## src/rtl/osc_pkg.sv

```systemverilog
package osc_pkg;

  typedef enum logic [2:0] {
    A_STEP_LO  = 3'd0,
    A_STEP_HI  = 3'd1,
    A_THR_LO   = 3'd2,
    A_THR_HI   = 3'd3,
    A_CTRL     = 3'd4
  } osc_addr_e;

  // Control bits kept from the control byte (bits 3 and 7 are dropped)
  typedef struct packed {
    logic pulse_sel;  // byte bit 6
    logic saw_sel;    // byte bit 5
    logic tri_sel;    // byte bit 4
    logic test;       // byte bit 2
    logic ring;       // byte bit 1
    logic sync;       // byte bit 0
  } osc_ctrl_t;

endpackage

```

## src/rtl/osc_regs.sv

```systemverilog
module osc_regs
  import osc_pkg::*;
#(
  parameter int FREQ_W = 16,
  parameter int PW_W   = 12
) (
  input  logic              clk,
  input  logic              rst_n,
  input  logic              wr_en,
  input  logic [2:0]        wr_addr,
  input  logic [7:0]        wr_data,
  output logic [FREQ_W-1:0] step_o,
  output logic [PW_W-1:0]   thr_o,
  output osc_ctrl_t         ctrl_o
);
  localparam int STEP_HI_W = FREQ_W - 8;
  localparam int THR_HI_W  = PW_W - 8;

  always_ff @(posedge clk) begin
    if (!rst_n) begin
      step_o <= '0;
      thr_o  <= '0;
      ctrl_o <= '0;
    end else if (wr_en) begin
      case (osc_addr_e'(wr_addr))
        A_STEP_LO: step_o[7:0]        <= wr_data;
        A_STEP_HI: step_o[FREQ_W-1:8] <= wr_data[STEP_HI_W-1:0];
        A_THR_LO:  thr_o[7:0]         <= wr_data;
        A_THR_HI:  thr_o[PW_W-1:8]    <= wr_data[THR_HI_W-1:0];
        A_CTRL: begin
          ctrl_o.sync      <= wr_data[0];
          ctrl_o.ring      <= wr_data[1];
          ctrl_o.test      <= wr_data[2];
          ctrl_o.tri_sel   <= wr_data[4];
          ctrl_o.saw_sel   <= wr_data[5];
          ctrl_o.pulse_sel <= wr_data[6];
        end
        default: ;
      endcase
    end
  end
endmodule

```

## src/rtl/osc_phase.sv

```systemverilog
module osc_phase #(
  parameter int              ACC_W  = 24,
  parameter int              FREQ_W = 16,
  parameter logic [ACC_W-1:0] INIT  = 24'h555555
) (
  input  logic              clk,
  input  logic              rst_n,
  input  logic              test,
  input  logic              sync_en,
  input  logic              sync_rise_i,
  input  logic [FREQ_W-1:0] step,
  output logic [ACC_W-1:0]  acc_o,
  output logic              rise_o
);
  localparam int PAD = ACC_W - FREQ_W;

  logic [ACC_W-1:0] sum;
  assign sum = acc_o + {{PAD{1'b0}}, step};

  always_ff @(posedge clk) begin
    if (!rst_n) begin
      acc_o  <= INIT;
      rise_o <= 1'b0;
    end else if (test) begin
      acc_o  <= '0;
      rise_o <= 1'b0;
    end else begin
      rise_o <= ~acc_o[ACC_W-1] & sum[ACC_W-1];
      acc_o  <= (sync_en && sync_rise_i) ? '0 : sum;
    end
  end
endmodule

```

## src/rtl/osc_shaper.sv

```systemverilog
module osc_shaper #(
  parameter int OUT_W = 12
) (
  input  logic             clk,
  input  logic             rst_n,
  input  logic [OUT_W-1:0] phase_top,
  input  logic [OUT_W-1:0] thr,
  input  logic             tri_sel,
  input  logic             saw_sel,
  input  logic             pulse_sel,
  input  logic             ring_en,
  input  logic             test,
  input  logic             ring_msb_i,
  output logic [OUT_W-1:0] wave_o
);
  localparam int NSHAPE = 3;

  logic              pulse_lvl;
  logic              fold;
  logic [OUT_W-2:0]  low;
  logic [OUT_W-1:0]  shapes [NSHAPE];
  logic [NSHAPE-1:0] sel;
  logic [OUT_W-1:0]  mixed;
  logic [OUT_W-1:0]  hold_q;

  assign fold = phase_top[OUT_W-1] ^ (ring_en & ~ring_msb_i);
  assign low  = phase_top[OUT_W-2:0];

  assign shapes[0] = {fold ? ~low : low, 1'b0};
  assign shapes[1] = phase_top;
  assign shapes[2] = {OUT_W{pulse_lvl | test}};
  assign sel       = {pulse_sel, saw_sel, tri_sel};

  always_comb begin
    mixed = '1;
    for (int i = 0; i < NSHAPE; i++) begin
      if (sel[i]) mixed = mixed & shapes[i];
    end
  end

  always_ff @(posedge clk) begin
    if (!rst_n) begin
      pulse_lvl <= 1'b0;
      hold_q    <= '0;
    end else begin
      pulse_lvl <= (phase_top >= thr);
      if (|sel) hold_q <= mixed;
    end
  end

  assign wave_o = (|sel) ? mixed : hold_q;
endmodule

```

## src/rtl/tone_osc.sv

```systemverilog
module tone_osc
  import osc_pkg::*;
#(
  parameter int ACC_W  = 24,
  parameter int FREQ_W = 16,
  parameter int OUT_W  = 12,
  parameter int RD_W   = 8
) (
  input  logic             clk,
  input  logic             rst_n,
  input  logic             wr_en,
  input  logic [2:0]       wr_addr,
  input  logic [7:0]       wr_data,
  input  logic             ring_msb_i,
  input  logic             sync_rise_i,
  output logic [OUT_W-1:0] wave_o,
  output logic [RD_W-1:0]  osc_rd_o,
  output logic             msb_o,
  output logic             msb_rise_o
);
  logic [FREQ_W-1:0] step_q;
  logic [OUT_W-1:0]  thr_q;
  osc_ctrl_t         ctrl_q;
  logic [ACC_W-1:0]  acc_q;

  osc_regs #(.FREQ_W(FREQ_W), .PW_W(OUT_W)) regs_i (
    .clk(clk), .rst_n(rst_n), .wr_en(wr_en), .wr_addr(wr_addr),
    .wr_data(wr_data), .step_o(step_q), .thr_o(thr_q), .ctrl_o(ctrl_q)
  );

  osc_phase #(.ACC_W(ACC_W), .FREQ_W(FREQ_W),
              .INIT({(ACC_W/2){2'b01}})) phase_i (
    .clk(clk), .rst_n(rst_n), .test(ctrl_q.test), .sync_en(ctrl_q.sync),
    .sync_rise_i(sync_rise_i), .step(step_q), .acc_o(acc_q), .rise_o(msb_rise_o)
  );

  osc_shaper #(.OUT_W(OUT_W)) shaper_i (
    .clk(clk), .rst_n(rst_n), .phase_top(acc_q[ACC_W-1 -: OUT_W]),
    .thr(thr_q), .tri_sel(ctrl_q.tri_sel), .saw_sel(ctrl_q.saw_sel),
    .pulse_sel(ctrl_q.pulse_sel), .ring_en(ctrl_q.ring), .test(ctrl_q.test),
    .ring_msb_i(ring_msb_i), .wave_o(wave_o)
  );

  assign msb_o    = acc_q[ACC_W-1];
  assign osc_rd_o = wave_o[OUT_W-1 -: RD_W];
endmodule

```

## config.mk

```make
export PLATFORM = sky130hd
export DESIGN_NAME = tone_osc
export DESIGN_NICKNAME = d
export VERILOG_FILES = /design/src/rtl/osc_pkg.sv /design/src/rtl/osc_regs.sv /design/src/rtl/osc_phase.sv /design/src/rtl/osc_shaper.sv /design/src/rtl/tone_osc.sv
export SDC_FILE = /design/constraint.sdc
export NUM_CORES = 1
export LEC_CHECK = 0
export BUFFER_PORTS_ARGS = -buffer_cell sky130_fd_sc_hd__buf_2
export CAP_MARGIN = 10
export CORE_UTILIZATION = 45
export DETAILED_ROUTE_END_ITERATION = 16
export HOLD_SLACK_MARGIN = 0.05
export PLACE_DENSITY = 0.7
export RECOVER_POWER = 50
export SLEW_MARGIN = 15
export SYNTH_ARGS = -nofsm -noshare
export SYNTH_HDL_FRONTEND = slang
export SYNTH_SLANG_ARGS = --single-unit
```

## constraint.sdc

```tcl
create_clock -name clk -period 2.5 [get_ports clk]
set_input_delay 0.25 -clock clk [delete_from_list [all_inputs] [get_ports clk]]
set_output_delay 0.25 -clock clk [all_outputs]
set_load 0.01 [all_outputs]
```

==> results.json, run 1 <==
{
  "setup_viol": 0,
  "grt-ovfl-total": 0,
  "ys.flop_type": "dfxtp_1",
  "syn_area_mm2": 0.00403,
  "layout_common_cells": "72 x dfxtp_1, 70 x nand2_1, 33 x buf_2, 29 x a21boi_0, 29 x ha_1",
  "regArea_mm2": 0.00144,
  "period_share": 0.912,
  "cts_setup_buffers": 0,
  "cp-end-kind": "flip-flop",
  "synth_edf_count": 0,
  "multi_input_area_mm2": 0.00238,
  "p_per_area_mw_per_mm2": 559,
  "rsz0062_at_grt": "no",
  "final_nets": 545,
  "fillers": 861,
  "routed_wl_mm": 9.22,
  "pre_cts_slack_ps": 276,
  "clockRootBuffer": "clkbuf_8",
  "start_kind": "flip-flop",
  "vias_per_cell": 5.44,
  "hpwlAfterDp_mm": 6.84,
  "power_leakage_uw": 0.00187,
  "avgSynthCellArea_um2": 8.54,
  "synth_area_leaders": "dfxtp_1 36%, ha_1 9.0%, nand2_1 6.5%, a21boi_0 5.4%, mux2i_1 3.2%",
  "die_height_um": 96.6,
  "hold_class": "in2reg",
  "io_buffer_count": 37,
  "ys_seq_elements": 72,
  "yosysUniqueCellTypes": 45,
  "clock_latency_ps": 350,
  "antenna_found_initial": 0,
  "status": "completed",
  "post-route-min-period_ps": 2280,
  "area_delta_synth_final_pct": 10.5,
  "grt_util_all_layers": 0.203,
  "diodes": 0,
  "synth_cells": 472,
  "synth.top_cell.area_share": 0.358,
  "synthesis.nets": 518,
  "drv_slew": 0,
  "place.gp.congestion": 0.814,
  "fmax_mhz": 439,
  "fin_tns_setup_ps": 0,
  "fp.dieW_um": 96.6,
  "final_area_mm2": 0.00445,
  "cp_max_fo": 4,
  "antenna_left": 0,
  "grt_pass1_wl_mm": 15.4,
  "wl_per_cell_um": 15.1,
  "relSlewSlack": 0.474,
  "crit_required_ps": 2690,
  "htree_num_levels": 3,
  "cap_violations": 0,
  "ir_drop_mv": 0.305,
  "arrival_ps": 2470,
  "final.setup_skew_ps": 14.4,
  "ios": 38,
  "worst_slack_ps": 220,
  "drive_gt1_frac": 0.117,
  "cts_buffers": 9,
  "clockBufferDepth": 2,
  "final_common_cell": "dfxtp_1",
  "tritoncts": "yes",
  "yosys_warnings": 0,
  "core_area_mm2": 0.00868,
  "vias": 3323,
  "synth-seq-area-share": 0.358,
  "grt_pass1_vias": 3206,
  "crit_type": "reg2reg",
  "clkTransAtPathRegs_ps": 80,
  "start_util": 0.464,
  "worst_pin_slew_ps": 787,
  "async_reset_ff_frac": 0,
  "first_iter_violations": 138,
  "yosysTopAreaCell": "dfxtp_1",
  "final_core_util": 0.513,
  "first_pass_iters": 4,
  "placed_area_mm2": 0.00426,
  "die_area_mm2": 0.00934,
  "cts_hold_buf": 0,
  "final_hold_viol_count": 0,
  "rows": 34,
  "cts.sinks": 72,
  "grt_max_degree": 62,
  "route.detailed.drc": 0
}
==> registers in the layout, indices dropped and copies added (netlist names) <==
signal              cells
phase_i.acc_o          24
phase_i.rise_o          1
regs_i.ctrl_o           6
regs_i.step_o          16
regs_i.thr_o           12
shaper_i.hold_q        12
shaper_i.pulse_lvl      1
==> logic make-up (layout without fill, tap and decap cells) <==
| logic type | count (synthesis) | after routing | synth area share |
|---|---|---|---|
| and+or+nand+nor | 174 | 174 | 0.211 |
| AOI/OAI and AO/OA | 119 | 119 | 0.214 |
| DFF | 72 | 72 | 0.358 |
| buffers and inverters | 48 | 79 | 0.0531 |
| adders and majority gates | 30 | 30 | 0.0950 |
| xor gates and xnor gates | 16 | 16 | 0.0366 |
| muxes | 13 | 13 | 0.0323 |
==> cell type report <==
cell class,instances,area share
Multi-Input combinational cell,352,0.534
Sequential cell,72,0.324
Timing Repair Buffer,43,0.0506
Clock buffer,11,0.0317
Tap cell,108,0.0303
Inverter,21,0.0177
Clock inverter,4,0.0121
==> synthesized netlist by cell type, types with 2 or more instances <==
library cell / instances
nor3_1: 10
and3_1: 4
a211oi_1: 2
or2_2: 4
o21ai_0: 15
nand3_1: 4
a21o_1: 8
o21bai_1: 2
buf_4: 9
and3b_1: 2
nand2_1: 70
a21oi_1: 14
and2_1: 19
dfxtp_1: 72
a21boi_0: 29
nand4_1: 4
clkbuf_1: 17
mux2i_1: 13
ha_1: 29
nor2b_1: 12
o211a_1: 4
xor2_1: 4
a211o_1: 2
o21a_1: 8
inv_1: 21
nor2_1: 25
nand2b_1: 15
a32o_1: 11
o31ai_1: 2
xnor2_1: 11
a31oi_1: 3
o211ai_1: 14
==> stage by stage <==
step                      hold WS, ps  instances  total power, µW
after detailed placement          460        596             1590
after floorplan                   395        472             1490
after global placement            455        596             1580
after global routing              185        611             2590
after CTS                         177        611             2500
final                             187        611             2490
==> final timing paths <==
path	start	endpoint	slack, ps	cells past startpoint
worst min-delay path	wr_data[7]	regs_i.step_o[15]	190	3
worst max register to register	regs_i.step_o[0]	phase_i.acc_o[18]	220	9
worst min register to register	regs_i.step_o[0]	regs_i.step_o[0]	470	2
worst max-delay path	regs_i.step_o[0]	phase_i.acc_o[18]	220	9
==> critical path, stage by stage, from the launching register on <==
cell and delay (ps):
dfxtp_1 330, ha_1 180, inv_1 60, fa_1 400, nor2b_1 160, o31ai_1 120
a31oi_1 340, o211ai_1 200, a21boi_0 200, o211ai_1 120
==> repair_timing <==
item                                    4_1_cts  5_1_grt
endpoints found under the hold margin         0        0
resized for setup                             0        1
endpoints found under the setup margin        0       19
==> metal layers <==
metal	global-route usage	part of all wire	up-vias
li1	-	-	1687
met3	0.0383	0.053	16
met1	0.266	0.47	1537
met2	0.330	0.46	83
met5	0	0	-
met4	0.0792	0.021	0
==> where the power goes <==
part           leakage [µW]  switching, µW  internal, µW
sequential         0.000587           40.0          1190
clock             0.0000920            442           487
combinational       0.00119            179           146
total               0.00187            661          1830
No activity file was read; power rests on OpenSTA's default activity.
==> inputs of run 2 (changes only) <==
--- a/config.mk
+++ b/config.mk
@@ -8,6 +8,7 @@
 export BUFFER_PORTS_ARGS = -buffer_cell sky130_fd_sc_hd__buf_2
 export CAP_MARGIN = 10
 export CORE_UTILIZATION = 45
+export CTS_BUF_LIST = sky130_fd_sc_hd__clkbuf_8
 export DETAILED_ROUTE_END_ITERATION = 16
 export HOLD_SLACK_MARGIN = 0.05
 export PLACE_DENSITY = 0.7
@@ -16,3 +17,4 @@
 export SYNTH_ARGS = -nofsm -noshare
 export SYNTH_HDL_FRONTEND = slang
 export SYNTH_SLANG_ARGS = --single-unit
+export TNS_END_PERCENT = 20
==> results.json, run 2 (same netlist as run 1, synthesis figures left out) <==
{
  "status": "completed",
  "largest_reg_flops": 24,
  "ir_drop_mv": 0.305,
  "power.share.sequential": 0.497,
  "rows": 34,
  "first_pass_iters": 4,
  "rrSetupSlack_ps": 220,
  "cts_buffers": 9,
  "routed_wl_mm": 9.25,
  "place.gp.congestion": 0.814,
  "cp_max_fo": 4,
  "rsz0062_at_grt": "no",
  "final_hold_viol_count": 0,
  "start_kind": "flip-flop",
  "htree_num_levels": 3,
  "first_iter_violations": 160,
  "p_switching_uw": 659,
  "fmax_mhz": 438,
  "total_power_uw": 2480,
  "die_height_um": 96.6,
  "grt_max_degree": 62,
  "hold_class": "in2reg",
  "cts.sinks": 72,
  "wl_per_cell_um": 15.1,
  "vias_per_cell": 5.43,
  "netSwitchingFraction": 0.266,
  "hold_ws_ps": 194,
  "crit_start": "regs_i.step_o[0]",
  "grt_pass1_vias": 3206,
  "arrival_ps": 2460,
  "dp.cells": 596,
  "period_share": 0.913,
  "drive_gt1_frac": 0.117,
  "reg_top3": "phase_i.acc_o x24, regs_i.step_o x16",
  "area_delta_synth_final_pct": 10.5,
  "route.detailed.drc": 0,
  "io_buffer_count": 37,
  "hpwlAfterDp_mm": 6.84,
  "start_util": 0.464,
  "vias": 3317,
  "fin_tns_setup_ps": 0,
  "worstReg2RegEnd": "phase_i.acc_o[18]",
  "cap_violations": 0,
  "fp.dieW_um": 96.6,
  "clockBufferDepth": 2,
  "crit_path_end": "phase_i.acc_o[18]",
  "power_frac_comb": 0.131,
  "worstRegToRegCells": 9,
  "antenna_left": 0,
  "final_common_cell": "dfxtp_1",
  "diodes": 0,
  "cts_hold_buf": 0,
  "cell_internal_pwr_uw": 1820,
  "clkTransAtPathRegs_ps": 80,
  "p_per_area_mw_per_mm2": 558,
  "grt_util_all_layers": 0.203,
  "ios": 38,
  "antenna_found_initial": 0,
  "worst_slack_ps": 219,
  "die_area_mm2": 0.00934,
  "final.setup_skew_ps": 14.0,
  "fillers": 861,
  "final_nets": 545,
  "regMostFlops": "phase_i.acc_o",
  "crit_type": "reg2reg",
  "crit_required_ps": 2680,
  "power_leakage_uw": 0.00187,
  "pwr-share-clk": 0.372,
  "pre_cts_slack_ps": 276,
  "r2r_start": "regs_i.step_o[0]",
  "clock_latency_ps": 350,
  "setup_viol": 0,
  "instances_no_fill": 611,
  "worst_pin_slew_ps": 784,
  "layout_common_cells": "72 x dfxtp_1, 70 x nand2_1, 33 x buf_2, 29 x a21boi_0, 29 x ha_1",
  "grt_pass1_wl_mm": 15.4,
  "drv_slew": 0,
  "core_area_mm2": 0.00868,
  "clockRootBuffer": "clkbuf_8",
  "post-route-min-period_ps": 2280,
  "tritoncts": "yes",
  "cp-end-kind": "flip-flop",
  "relSlewSlack": 0.476,
  "grt-ovfl-total": 0
}
-- run 2: worst min-delay path by stage --
stage | to | startpoint | cells past startpoint
final | regs_i.step_o[15] | wr_data[7] | 3
after global routing | regs_i.step_o[7] | wr_data[7] | 3
after CTS | regs_i.step_o[15] | wr_data[7] | 3
after detailed placement | regs_i.thr_o[1] | regs_i.thr_o[1] | 2
after global placement | regs_i.thr_o[2] | regs_i.thr_o[2] | 2
after floorplan | regs_i.thr_o[1] | wr_data[1] | 2
-- run 2: cell type report --
type	count	area [µm²]	area share
Tap cell	108	135	0.0303
Multi-Input combinational cell	352	2380	0.534
Clock inverter	5	57.6	0.0129
Clock buffer	10	138	0.0309
Inverter	21	78.8	0.0177
Sequential cell	72	1440	0.324
Timing Repair Buffer	43	225	0.0506
-- run 2: what timing repair did --
| item | 4_1_cts | 5_1_grt |
|---|---|---|
| buffers inserted | 0 | 0 |
| setup endpoints to repair | 0 | 19 |
| resized for setup | 0 | 1 |
-- run 2: metal layers --
layer / part of all wire / GRT usage / up-vias
li1: - / - / 1690
met1: 0.48 / 0.266 / 1542
met2: 0.47 / 0.330 / 75
met3: 0.038 / 0.0383 / 10
met4: 0.013 / 0.0792 / 0
met5: 0 / 0 / -
-- run 2: metrics by stage --
step	util	instance area, µm²
floorplan	-	4030
global placement	0.491	4260
detailed placement	0.491	4260
CTS	0.513	4460
global route	0.513	4450
finish	0.513	4450
-- run 2: power by group through the flow --
stage	logic, µW	registers (µW)	clock network [µW]
2_1_floorplan	246	1240	0
3_3_place_gp	316	1260	0
3_5_place_dp	326	1260	0
4_1_cts	328	1230	938
5_1_grt	362	1240	982
6_report	326	1230	923
-- run 2: critical path: stages (launching register included) --
cell and delay, ps:
dfxtp_1 330, ha_1 180, inv_1 60, fa_1 400, nor2b_1 160, o31ai_1 120, a31oi_1 340, o211ai_1 200
a21boi_0 200, o211ai_1 120
==> inputs of run 3 (changes only) <==
--- a/config.mk
+++ b/config.mk
@@ -13,6 +13,7 @@
 export HOLD_SLACK_MARGIN = 0.05
 export PLACE_DENSITY = 0.7
 export RECOVER_POWER = 50
+export SETUP_SLACK_MARGIN = 0.2
 export SLEW_MARGIN = 15
 export SYNTH_ARGS = -nofsm -noshare
 export SYNTH_HDL_FRONTEND = slang
==> constraint.sdc (replaced) <==
create_clock -name clk -period 2.8 [get_ports clk]
set_input_delay 0.28 -clock clk [delete_from_list [all_inputs] [get_ports clk]]
set_output_delay 0.28 -clock clk [all_outputs]
set_load 0.01 [all_outputs]
==> results.json, run 3 (same netlist as run 1, synthesis figures left out) <==
{
  "cap_violations": 0,
  "status": "completed",
  "multi_input_area_mm2": 0.00237,
  "cts.sinks": 72,
  "rsz0062_at_grt": "no",
  "setup_viol": 0,
  "core_area_mm2": 0.00868,
  "start_kind": "flip-flop",
  "relSlewSlack": 0.297,
  "routed_wl_mm": 9.28,
  "fp.dieW_um": 96.6,
  "final_core_util": 0.511,
  "io_buffer_count": 37,
  "hold_class": "in2reg",
  "vias_per_cell": 5.48,
  "clock_latency_ps": 350,
  "dp.cells": 597,
  "tritoncts": "yes",
  "p_per_area_mw_per_mm2": 481,
  "min_from": "wr_data[7]",
  "cts_hold_buf": 0,
  "drv_slew": 0,
  "instances_no_fill": 611,
  "largest_reg_flops": 24,
  "grt_pass1_wl_mm": 15.6,
  "place.gp.congestion": 0.884,
  "fmax_mhz": 442,
  "antenna_found_initial": 0,
  "final_hold_viol_count": 0,
  "wl_per_cell_um": 15.2,
  "htree_num_levels": 3,
  "first_pass_iters": 4,
  "worst_pin_slew_ps": 1050,
  "grt_max_degree": 63,
  "area_delta_synth_final_pct": 9.93,
  "regMostFlops": "phase_i.acc_o",
  "antenna_left": 0,
  "fin_tns_setup_ps": 0,
  "reg_top3": "phase_i.acc_o x24, regs_i.step_o x16",
  "route.detailed.drc": 0,
  "r2r_start": "regs_i.step_o[0]",
  "final.setup_skew_ps": 13.1,
  "cp_max_fo": 14,
  "vias": 3351,
  "cts_setup_buffers": 0,
  "fillers": 864,
  "grt_pass1_vias": 3272,
  "post-route-min-period_ps": 2260,
  "clockRootBuffer": "clkbuf_8",
  "drive_gt1_frac": 0.125,
  "crit_required_ps": 2520,
  "clkTransAtPathRegs_ps": 80,
  "grt_util_all_layers": 0.205,
  "final_nets": 546,
  "power_leakage_uw": 0.00185,
  "layout_common_cells": "72 x dfxtp_1, 70 x nand2_1, 34 x buf_2, 29 x a21boi_0, 29 x ha_1",
  "period_share": 0.808,
  "crit_type": "reg2out",
  "hpwlAfterDp_mm": 6.93,
  "first_iter_violations": 169,
  "grt-ovfl-total": 0,
  "ios": 38,
  "clockBufferDepth": 2,
  "start_util": 0.464,
  "cts_buffers": 9,
  "die_area_mm2": 0.00934,
  "die_height_um": 96.6,
  "diodes": 0,
  "crit_start": "regs_i.ctrl_o[4]",
  "rows": 34,
  "cp-end-kind": "output pin",
  "arrival_ps": 1980,
  "ir_drop_mv": 0.262,
  "regArea_mm2": 0.00144,
  "cts-resized-gates": 0,
  "final_common_cell": "dfxtp_1"
}
-- run 3: layout make-up --
class / instances / area share
clock buffer: 10 / 0.0311
clock inverter: 4 / 0.00706
inverter: 21 / 0.0178
multi-input combinational: 352 / 0.536
sequential: 72 / 0.325
tap: 108 / 0.0305
timing repair buffer: 44 / 0.0522
-- run 3: metrics by stage --
step / setup slack (ps) / power, µW / instance area, µm² / hold slack [ps]
after floorplan: 735 / 1330 / 4030 / 425
after global placement: 644 / 1410 / 4270 / 454
after detailed placement: 580 / 1420 / 4270 / 465
after CTS: 532 / 2150 / 4440 / 213
after global routing: 365 / 2220 / 4430 / 222
final: 539 / 2130 / 4430 / 228
-- run 3: final timing paths --
check / to / slack (ps) / cells past startpoint
max: wave_o[0] / 540 / 9
min: regs_i.step_o[15] / 230 / 3
max reg2reg: phase_i.acc_o[20] / 540 / 9
min reg2reg: regs_i.step_o[14] / 480 / 2
-- run 3: where the power goes --
group	switching, µW	internal [µW]	leakage, µW	total [µW]
combinational	164	130	0.00119	294
clock	399	339	0.0000769	737
sequential	32.2	1070	0.000587	1100
-- run 3: critical path, cell delays in order, from the launching register on --
cell       delay (ps)
dfxtp_1           300
buf_4             180
nor3_1            180
buf_4             210
a21oi_1            50
buf_4             190
a21oi_1           130
a2bb2oi_1         160
nor2_1             80
buf_2             140
-- run 3: metal layers --
metal	global-route usage	wire, µm	vias to the layer above
li1	-	-	1694
met1	0.255	4420	1575
met2	0.345	4320	66
met3	0.0499	382	16
met4	0.0735	157	0
met5	0	0	-
